### src/rtl/fpin_pkg.sv
package fpin_pkg;
  typedef enum logic [1:0] {
    MODE_REAL = 2'd0,
    MODE_CPLX = 2'd1,
    MODE_DIV  = 2'd2,
    MODE_RSVD = 2'd3
  } in_mode_e;

  function automatic logic mode_is_paired(in_mode_e m);
    return (m == MODE_CPLX) || (m == MODE_DIV);
  endfunction
endpackage

### src/rtl/fpin_norm.sv
module fpin_norm #(
  parameter int MANT_W = 16,
  parameter int EXP_W  = 3,
  localparam int PAD_W = (1 << EXP_W) - 1,
  localparam int OUT_W = MANT_W + PAD_W
) (
  input  logic              clk,
  input  logic              rst_n,
  input  logic [MANT_W-1:0] mant,
  input  logic [EXP_W-1:0]  expo,
  input  logic              exp_inv,
  input  logic [EXP_W-1:0]  exp_off,
  input  logic              fixed,
  output logic [OUT_W-1:0]  word
);
  function automatic logic [EXP_W-1:0] shift_amt(logic [EXP_W-1:0] x,
                                                 logic inv,
                                                 logic [EXP_W-1:0] off);
    logic [EXP_W-1:0] eff;
    eff = inv ? ~x : x;
    return (eff > off) ? (eff - off) : '0;
  endfunction

  function automatic logic [OUT_W-1:0] place(logic [MANT_W-1:0] m,
                                             logic [EXP_W-1:0] sh);
    logic signed [OUT_W-1:0] w;
    w = $signed({m, {PAD_W{1'b0}}});
    return w >>> sh;
  endfunction

  logic [EXP_W-1:0] sh_w;
  assign sh_w = fixed ? '0 : shift_amt(expo, exp_inv, exp_off);
  assign word = place(mant, sh_w);


  sign_keep_chk: assert property (@(posedge clk) disable iff (!rst_n)
    word[OUT_W-1] == mant[MANT_W-1]);

  fixed_noshift_chk: assert property (@(posedge clk) disable iff (!rst_n)
    fixed |-> (sh_w == '0));
endmodule

### src/rtl/fpin_seq.sv
module fpin_seq
  import fpin_pkg::*;
#(
  parameter int OUT_W = 23
) (
  input  logic             clk,
  input  logic             rst_n,
  input  logic             valid,
  input  logic             ab,
  input  in_mode_e         mode,
  input  logic [OUT_W-1:0] word,
  output logic             o0_valid,
  output logic [OUT_W-1:0] o0_data,
  output logic             o1_valid,
  output logic [OUT_W-1:0] o1_data,
  output logic             err
);
  logic             want_first;
  logic [OUT_W-1:0] held;
  logic             paired;
  logic             ev_real, ev_first, ev_second, ev_bad;

  assign paired    = mode_is_paired(mode);
  assign ev_real   = valid && !paired;
  assign ev_bad    = valid && paired && (ab != want_first);
  assign ev_first  = valid && paired && ab && want_first;
  assign ev_second = valid && paired && !ab && !want_first;

  always_ff @(posedge clk) begin
    if (!rst_n) begin
      want_first <= 1'b1;
      held       <= '0;
      o0_valid   <= 1'b0;
      o1_valid   <= 1'b0;
      o0_data    <= '0;
      o1_data    <= '0;
      err        <= 1'b0;
    end else begin
      o0_valid <= ev_real || ev_second;
      o1_valid <= ev_second;
      if (ev_real)        o0_data <= word;
      else if (ev_second) o0_data <= held;
      if (ev_second)      o1_data <= word;
      if (ev_first)       held    <= word;
      if (!paired)        want_first <= 1'b1;
      else if (ev_first)  want_first <= 1'b0;
      else if (ev_second) want_first <= 1'b1;
      if (ev_bad)         err <= 1'b1;
    end
  end


  err_sticky_chk: assert property (@(posedge clk) disable iff (!rst_n)
    err |=> err);

  drop_bad_chk: assert property (@(posedge clk) disable iff (!rst_n)
    ev_bad |=> (err && !o0_valid && !o1_valid));

  pair_together_chk: assert property (@(posedge clk) disable iff (!rst_n)
    o1_valid |-> o0_valid);

  real_single_chk: assert property (@(posedge clk) disable iff (!rst_n)
    ev_real |=> (o0_valid && !o1_valid));

  idle_hold_chk: assert property (@(posedge clk) disable iff (!rst_n)
    !(ev_real || ev_second) |=> (!o0_valid && $stable(o0_data) && $stable(o1_data)));
endmodule

### src/rtl/fpadc_inport.sv
module fpadc_inport
  import fpin_pkg::*;
#(
  parameter int MANT_W = 16,
  parameter int EXP_W  = 3,
  localparam int OUT_W = MANT_W + (1 << EXP_W) - 1
) (
  input  logic              clk,
  input  logic              rst_n,
  input  logic              in_valid,
  input  logic [MANT_W-1:0] in_mant,
  input  logic [EXP_W-1:0]  in_exp,
  input  logic              in_ab,
  input  logic [1:0]        cfg_mode,
  input  logic              cfg_fixed,
  input  logic              cfg_exp_inv,
  input  logic [EXP_W-1:0]  cfg_exp_off,
  output logic              out0_valid,
  output logic [OUT_W-1:0]  out0_data,
  output logic              out1_valid,
  output logic [OUT_W-1:0]  out1_data,
  output logic              seq_err
);
  logic [OUT_W-1:0] norm_word;

  fpin_norm #(.MANT_W(MANT_W), .EXP_W(EXP_W)) u_norm (
    .clk     (clk),
    .rst_n   (rst_n),
    .mant    (in_mant),
    .expo    (in_exp),
    .exp_inv (cfg_exp_inv),
    .exp_off (cfg_exp_off),
    .fixed   (cfg_fixed),
    .word    (norm_word)
  );

  fpin_seq #(.OUT_W(OUT_W)) u_seq (
    .clk      (clk),
    .rst_n    (rst_n),
    .valid    (in_valid),
    .ab       (in_ab),
    .mode     (in_mode_e'(cfg_mode)),
    .word     (norm_word),
    .o0_valid (out0_valid),
    .o0_data  (out0_data),
    .o1_valid (out1_valid),
    .o1_data  (out1_data),
    .err      (seq_err)
  );


  reset_quiet_chk: assert property (@(posedge clk)
    !rst_n |=> (!out0_valid && !out1_valid && !seq_err));
endmodule

### config.mk
export PLATFORM = sky130hd
export DESIGN_NAME = fpadc_inport
export DESIGN_NICKNAME = d
export VERILOG_FILES = /design/src/rtl/fpin_pkg.sv /design/src/rtl/fpin_norm.sv /design/src/rtl/fpin_seq.sv /design/src/rtl/fpadc_inport.sv
export SDC_FILE = /design/constraint.sdc
export NUM_CORES = 1
export LEC_CHECK = 0
export BUFFER_PORTS_ARGS = -buffer_cell sky130_fd_sc_hd__buf_4
export CAP_MARGIN = 0
export CORE_ASPECT_RATIO = 1.2
export CORE_MARGIN = 2
export CORE_UTILIZATION = 45
export CTS_CLUSTER_SIZE = 8
export DETAILED_ROUTE_END_ITERATION = 10
export PLACE_DENSITY = 0.68
export SYNTH_ARGS = -nofsm -noshare
export SYNTH_HDL_FRONTEND = slang
export SYNTH_SLANG_ARGS = --single-unit
### constraint.sdc
create_clock -name clk -period 2.7 [get_ports clk]
set_input_delay 0.405 -clock clk [delete_from_list [all_inputs] [get_ports clk]]
set_output_delay 0.405 -clock clk [all_outputs]
set_load 0.05 [all_outputs]
After elaboration in Yosys (flattened, before gate mapping) --
Index checks and enable logic that the tools add are counted.
Word-level totals: bits in registers 73, input port bits 30, output and inout port bits 49, word-level logic and storage cells 36
Cells by class: $add $sub $neg 1, magnitude comparators 1, equality and inequality tests 3, shifts and indexed selects 1, multiplexer cells 7, bitwise logic cells 1, reductions and logical operators 15
Operator list (number):
- $mux 23 | 2
- $sshr 23x3->23 | 1
- $mux 3 | 3
- $logic_and 1x1->1 | 7
- $reduce_bool 2->1 | 2
- $gt 3x3->1 | 1
- $logic_not 1->1 | 3
- $not 3->3 | 1
- $sub 3x3->3 | 1
- $eq 2x1->1 const B | 1
- $eq 2x2->1 const B | 1
- $logic_or 1x1->1 | 2
- $mux 1 | 2
- $reduce_and 2->1 | 1
- $ne 1x1->1 | 1

Logic depth before layout (Yosys ltp) --
depth in word-level cells 7, depth in mapped cells 11, gate-level depth less buffers 9

By module --
Synthesis repeated with hierarchy kept, for this count alone.
Unflattened totals: cell total of the unflattened synthesis 505, area total of the unflattened synthesis 4085.2 sq um
By module, submodules not included:
- fpin_seq | times used 1, cells an instance 353, area each 3135.5 sq um, sequential area each 1461.4 sq um
- fpin_norm | times used 1, cells an instance 152, area each 949.7 sq um, sequential area each 0.0 sq um

Worst setup path before layout --
No wires, ideal clock.
path kind in2reg, from input in_exp[0], to register u_seq.o0_data[21], setup time 0.115 ns, arrival time 2.392 ns, data required time 2.585 ns, path slack 0.193 ns, cell stages on the path 10, path buffers 1, path through xnor2_1 ha_1 fa_1 buf_4 and3b_1 or3_4 nand2_4 mux2i_1 o21ai_1 and2_1
On the way: word-level cells in the longest chain between the ends 7, elaborated cells on any way between the ends 8, those cells by class add/sub (1); order compare (1); shift (1); mux (4); bitwise (1)
RTL lines:
- start, declared | line fpadc_inport.sv:12 | input logic [EXP_W-1:0] in_exp,
- $not 3->3 | line fpin_norm.sv:20 | eff = inv ? ~x : x;
- $mux 3 * | line fpin_norm.sv:20
- $sub 3x3->3 or $gt 3x3->1 (tied branches) | line fpin_norm.sv:21 | return (eff > off) ? (eff - off) : '0;
- $mux 3 * | line fpin_norm.sv:21
- $mux 3 * | line fpin_norm.sv:32 | assign sh_w = fixed ? '0 : shift_amt(expo, exp_inv, exp_off);
- $sshr 23x3->23 * | line fpin_norm.sv:28 | return w >>> sh;
- $mux 23 * | line fpin_seq.sv:41 | if (ev_real) o0_data <= word;
- end signal, assigned | line fpin_seq.sv:41
- end signal, assigned | line fpin_seq.sv:42 | else if (ev_second) o0_data <= held;
- end, declared | line fpin_seq.sv:13 | output logic [OUT_W-1:0] o0_data,
Every way passes the cells marked *; elsewhere a longest branch is shown, timed or not. A chain may end at the register's enable or synchronous reset.

Worst setup path in the final report --
from input cfg_exp_inv, to register u_seq.o1_data[16]
On the way: word-level cells in the longest chain between the ends 5, elaborated cells on any way between the ends 6, those cells by class add/sub (1); order compare (1); shift (1); mux (3)
RTL lines:
- start, declared | line fpadc_inport.sv:16 | input logic cfg_exp_inv,
- $mux 3 * | line fpin_norm.sv:20
- $sub 3x3->3 or $gt 3x3->1 (tied branches) | line fpin_norm.sv:21
- $mux 3 * | line fpin_norm.sv:21
- $mux 3 * | line fpin_norm.sv:32
- $sshr 23x3->23 * | line fpin_norm.sv:28
- end signal, assigned | line fpin_seq.sv:43 | if (ev_second) o1_data <= word;
- end, declared | line fpin_seq.sv:15 | output logic [OUT_W-1:0] o1_data,
Marks and branches as above.

==> impl_metrics.tcl <==
set metrics [dict create \
    switchingPower_mw 1.099 \
    relSlewSlack_pct 58.37 \
    hp-class "in -> reg" \
    drc_errors 0 \
    critPathRequiredTime_ns 2.99 \
    wl_per_cell_um 18.31 \
    cts-root-buf "clkbuf_8" \
    die_h_um 109.9 \
    power_density_nw_per_um2 593.2 \
    grt_use_total_pct 26.95 \
    clk_path_buf_depth 2 \
    grt_pass1_vias 4175 \
    fillers 855 \
    r2r_cells 5 \
    slew_viol_final 0 \
    cts_hold_buf 0 \
    rr_startpoint "u_seq.want_first" \
    syn-cell-area_um2 4208 \
    max_stage_delay_ns 0.54 \
    worstHoldStart "in_valid" \
    dp_hpwl_um 9978 \
    gp_congestion 1.063 \
    vias 4258 \
    viasPerCell 5.825 \
    seqCellArea_um2 1461 \
    crit_path_cell_trace "buf_4 > xnor2_1 > ha_1 > fa_1 > a31oi_2 > buf_4 > o211ai_2 > a211oi_1 > a221oi_2 > buf_4 > a21oi_1" \
    dp.cells 715 \
    insertion_delay_ns 0.35 \
    grt_max_degree 44 \
    cts_made_buffers 9 \
    drt_first_pass_iters 5 \
    cp-start-kind "primary input" \
    p_leak_nw 2.207 \
    period_minus_slack_ns 2.579 \
    post-cts-setup-buffers 0 \
    arrival_ns 2.87 \
    comb_power_share_pct 36.0 \
    critPathLaunch "cfg_exp_inv" \
    fin_skew_ns 0.007253 \
    fin_util_pct 58.80 \
    yosys_warnings 0 \
    die_w_um 92.28 \
    drt_iter0_markers 296 \
    core_area_um2 9081 \
    synthDistinctLibCells 74 \
    clk_pin_slew_ns 0.08 \
    critPathMaxFanout 8 \
    fmax_ghz 0.3877 \
    end_kind "register" \
    seqPwrFrac_pct 36.1 \
    worst_pin_slew_ns 0.6245 \
    final_nets 640 \
    antenna_found_initial 0 \
    cts_resized 0 \
    wirelength_um 13390 \
    h-tree-depth 3 \
    multi_input_area_um2 2470 \
    antenna_cells 0 \
    pwr-share-clk_pct 27.9 \
    layout-drive-gt1-share_pct 29.62 \
    drv_cap 0 \
    ys_seq_area_share_pct 34.73 \
    critPathSlowestCell "fa_1" \
    switching_share_pct 34.68 \
    syn_avg_cell_area_um2 8.316 \
    finalSetupTns_ns 0 \
    dpl_cell_area_um2 5134 \
    setup_viol 0 \
    period_share_pct 95.54 \
    ys_async_sr_fraction_pct 0 \
    syn_nets 540 \
    rsz0062_at_grt "false" \
    post_layout_nonfiller_instances 731 \
    start_util_pct 46.34 \
    finalHoldViolations 0 \
    intPower_mw 2.069 \
    whs_path_depth 3 \
    grt-ovfl-total 0 \
    cp_common_cell "buf_4" \
    ios 79 \
    synth-edff-count 0 \
    grt_pass1_wl_um 21220 \
    synth-main-ff-cell "dfxtp_1" \
    die-area_um2 10140 \
    path_class "in -> reg" \
    ys_seq_elements 73 \
    ant_nets 0 \
    cts_tree "built" \
    final_cell_area_um2 5340 \
    io_buffers 78 \
    cts.sinks 73 \
    area.growth.synth_to_final_pct 26.91 \
    synthCells 506 \
    status "finished clean" \
    irDropWorstVdd_uv 264.9 \
    num_rows 38 \
]
## per-stage QoR
stage               total power [mW]  hold WS [ns]  worst slack, ns
floorplan                      1.879        0.4355           0.1926
global placement               2.291        0.4413          -0.2752
finish                         3.168        0.3355           0.1205
CTS                            3.168        0.3197           0.1482
detailed placement             2.295        0.4467          -0.2353
global route                   3.321        0.3728         0.008699
## cell usage in the layout, fill, tap and decap left out, types with 4 or more instances in the layout
cell	count
clkbuf_8	11
o31ai_1	5
a22oi_1	16
nand2_1	81
nor2b_1	6
and2_1	5
buf_12	4
o21a_1	5
a21boi_0	9
o211a_1	4
o22ai_1	6
inv_1	6
a31oi_1	4
o21ai_0	31
nor2_1	18
a21boi_1	14
buf_4	126
mux2i_1	11
o221ai_1	5
a22o_1	9
o21ai_1	12
a211oi_1	11
nand3_1	25
a21oi_1	34
mux2_2	8
a2bb2oi_1	4
dfxtp_1	73
## state kept, by name, indices dropped and copies added (netlist names)
register	flops
u_seq.o0_valid	1
u_seq.held	23
u_seq.err	1
u_seq.o1_data	23
u_seq.o1_valid	1
u_seq.want_first	1
u_seq.o0_data	23
## area by class of cell
type | count | share of cell area, %
flip-flops and latches | 73 | 27.37
well taps | 120 | 2.812
inverters | 7 | 0.4920
repair buffers | 130 | 19.21
multi-input cells | 385 | 46.25
clock buffers | 12 | 2.905
clock inverters | 4 | 0.9606
## synth_stat cells (4+ instances only)
master	n	area, um^2
nand2_1	81	304.0
dfxtp_1	73	1461
a21oi_1	34	170.2
o21ai_0	31	155.2
nand3_1	25	125.1
nor2_1	18	67.56
a22oi_1	16	120.1
clkbuf_1	15	56.30
a21boi_1	14	105.1
o21ai_1	12	60.06
a211oi_1	11	82.58
buf_2	11	55.05
mux2i_1	11	110.1
a21boi_0	9	67.56
a22o_1	9	78.83
buf_6	8	90.09
mux2_2	8	90.09
buf_4	6	45.04
inv_1	6	22.52
nor2b_1	6	37.54
o22ai_1	6	37.54
and2_1	5	31.28
o21a_1	5	37.54
o221ai_1	5	43.79
o31ai_1	5	37.54
a2bb2oi_1	4	35.03
a31oi_1	4	25.02
o211a_1	4	40.04
## per-layer routing
layer	vias up	GRT usage, %	wire length, um
met3	29	4.455	697
met1	2009	32.08	5530
met4	0	13.86	459
met5	-	0	0
met2	167	47.01	6698
li1	2053	-	-
## logic make-up after synthesis
kind of cell,synth area share (%)
multiplexers,4.758
buffers and inverters,6.571
flip-flops,34.73
AND/OR/NAND/NOR,18.64
adder cells (fa/ha/maj),1.368
AO/OA/AOI/OAI,32.29
XOR/XNOR,1.636
## worst paths after layout
check                           end  slack [ns]
setup / recovery  u_seq.o1_data[16]        0.12
hold / removal     u_seq.want_first        0.34
setup reg to reg  u_seq.o0_data[12]        0.85
hold reg to reg   u_seq.o1_data[20]        0.46
## worst max-delay path, delay by kind of cell
family / cells / cell delay, ns
xor+xnor: 1 / 0.12
compound gates: 5 / 1.11
buf+inv: 3 / 0.48
fa+ha+maj: 2 / 0.74
## power groups by stage
stage               sequential, mW  clock, mW  combinational [mW]
finish                        1.14      0.883                1.14
global route                  1.15      0.946                1.23
CTS                           1.14      0.895                1.13
detailed placement            1.17          0                1.13
global placement              1.17          0                1.12
floorplan                     1.25          0               0.624
(Power assumes the default switching activity.)
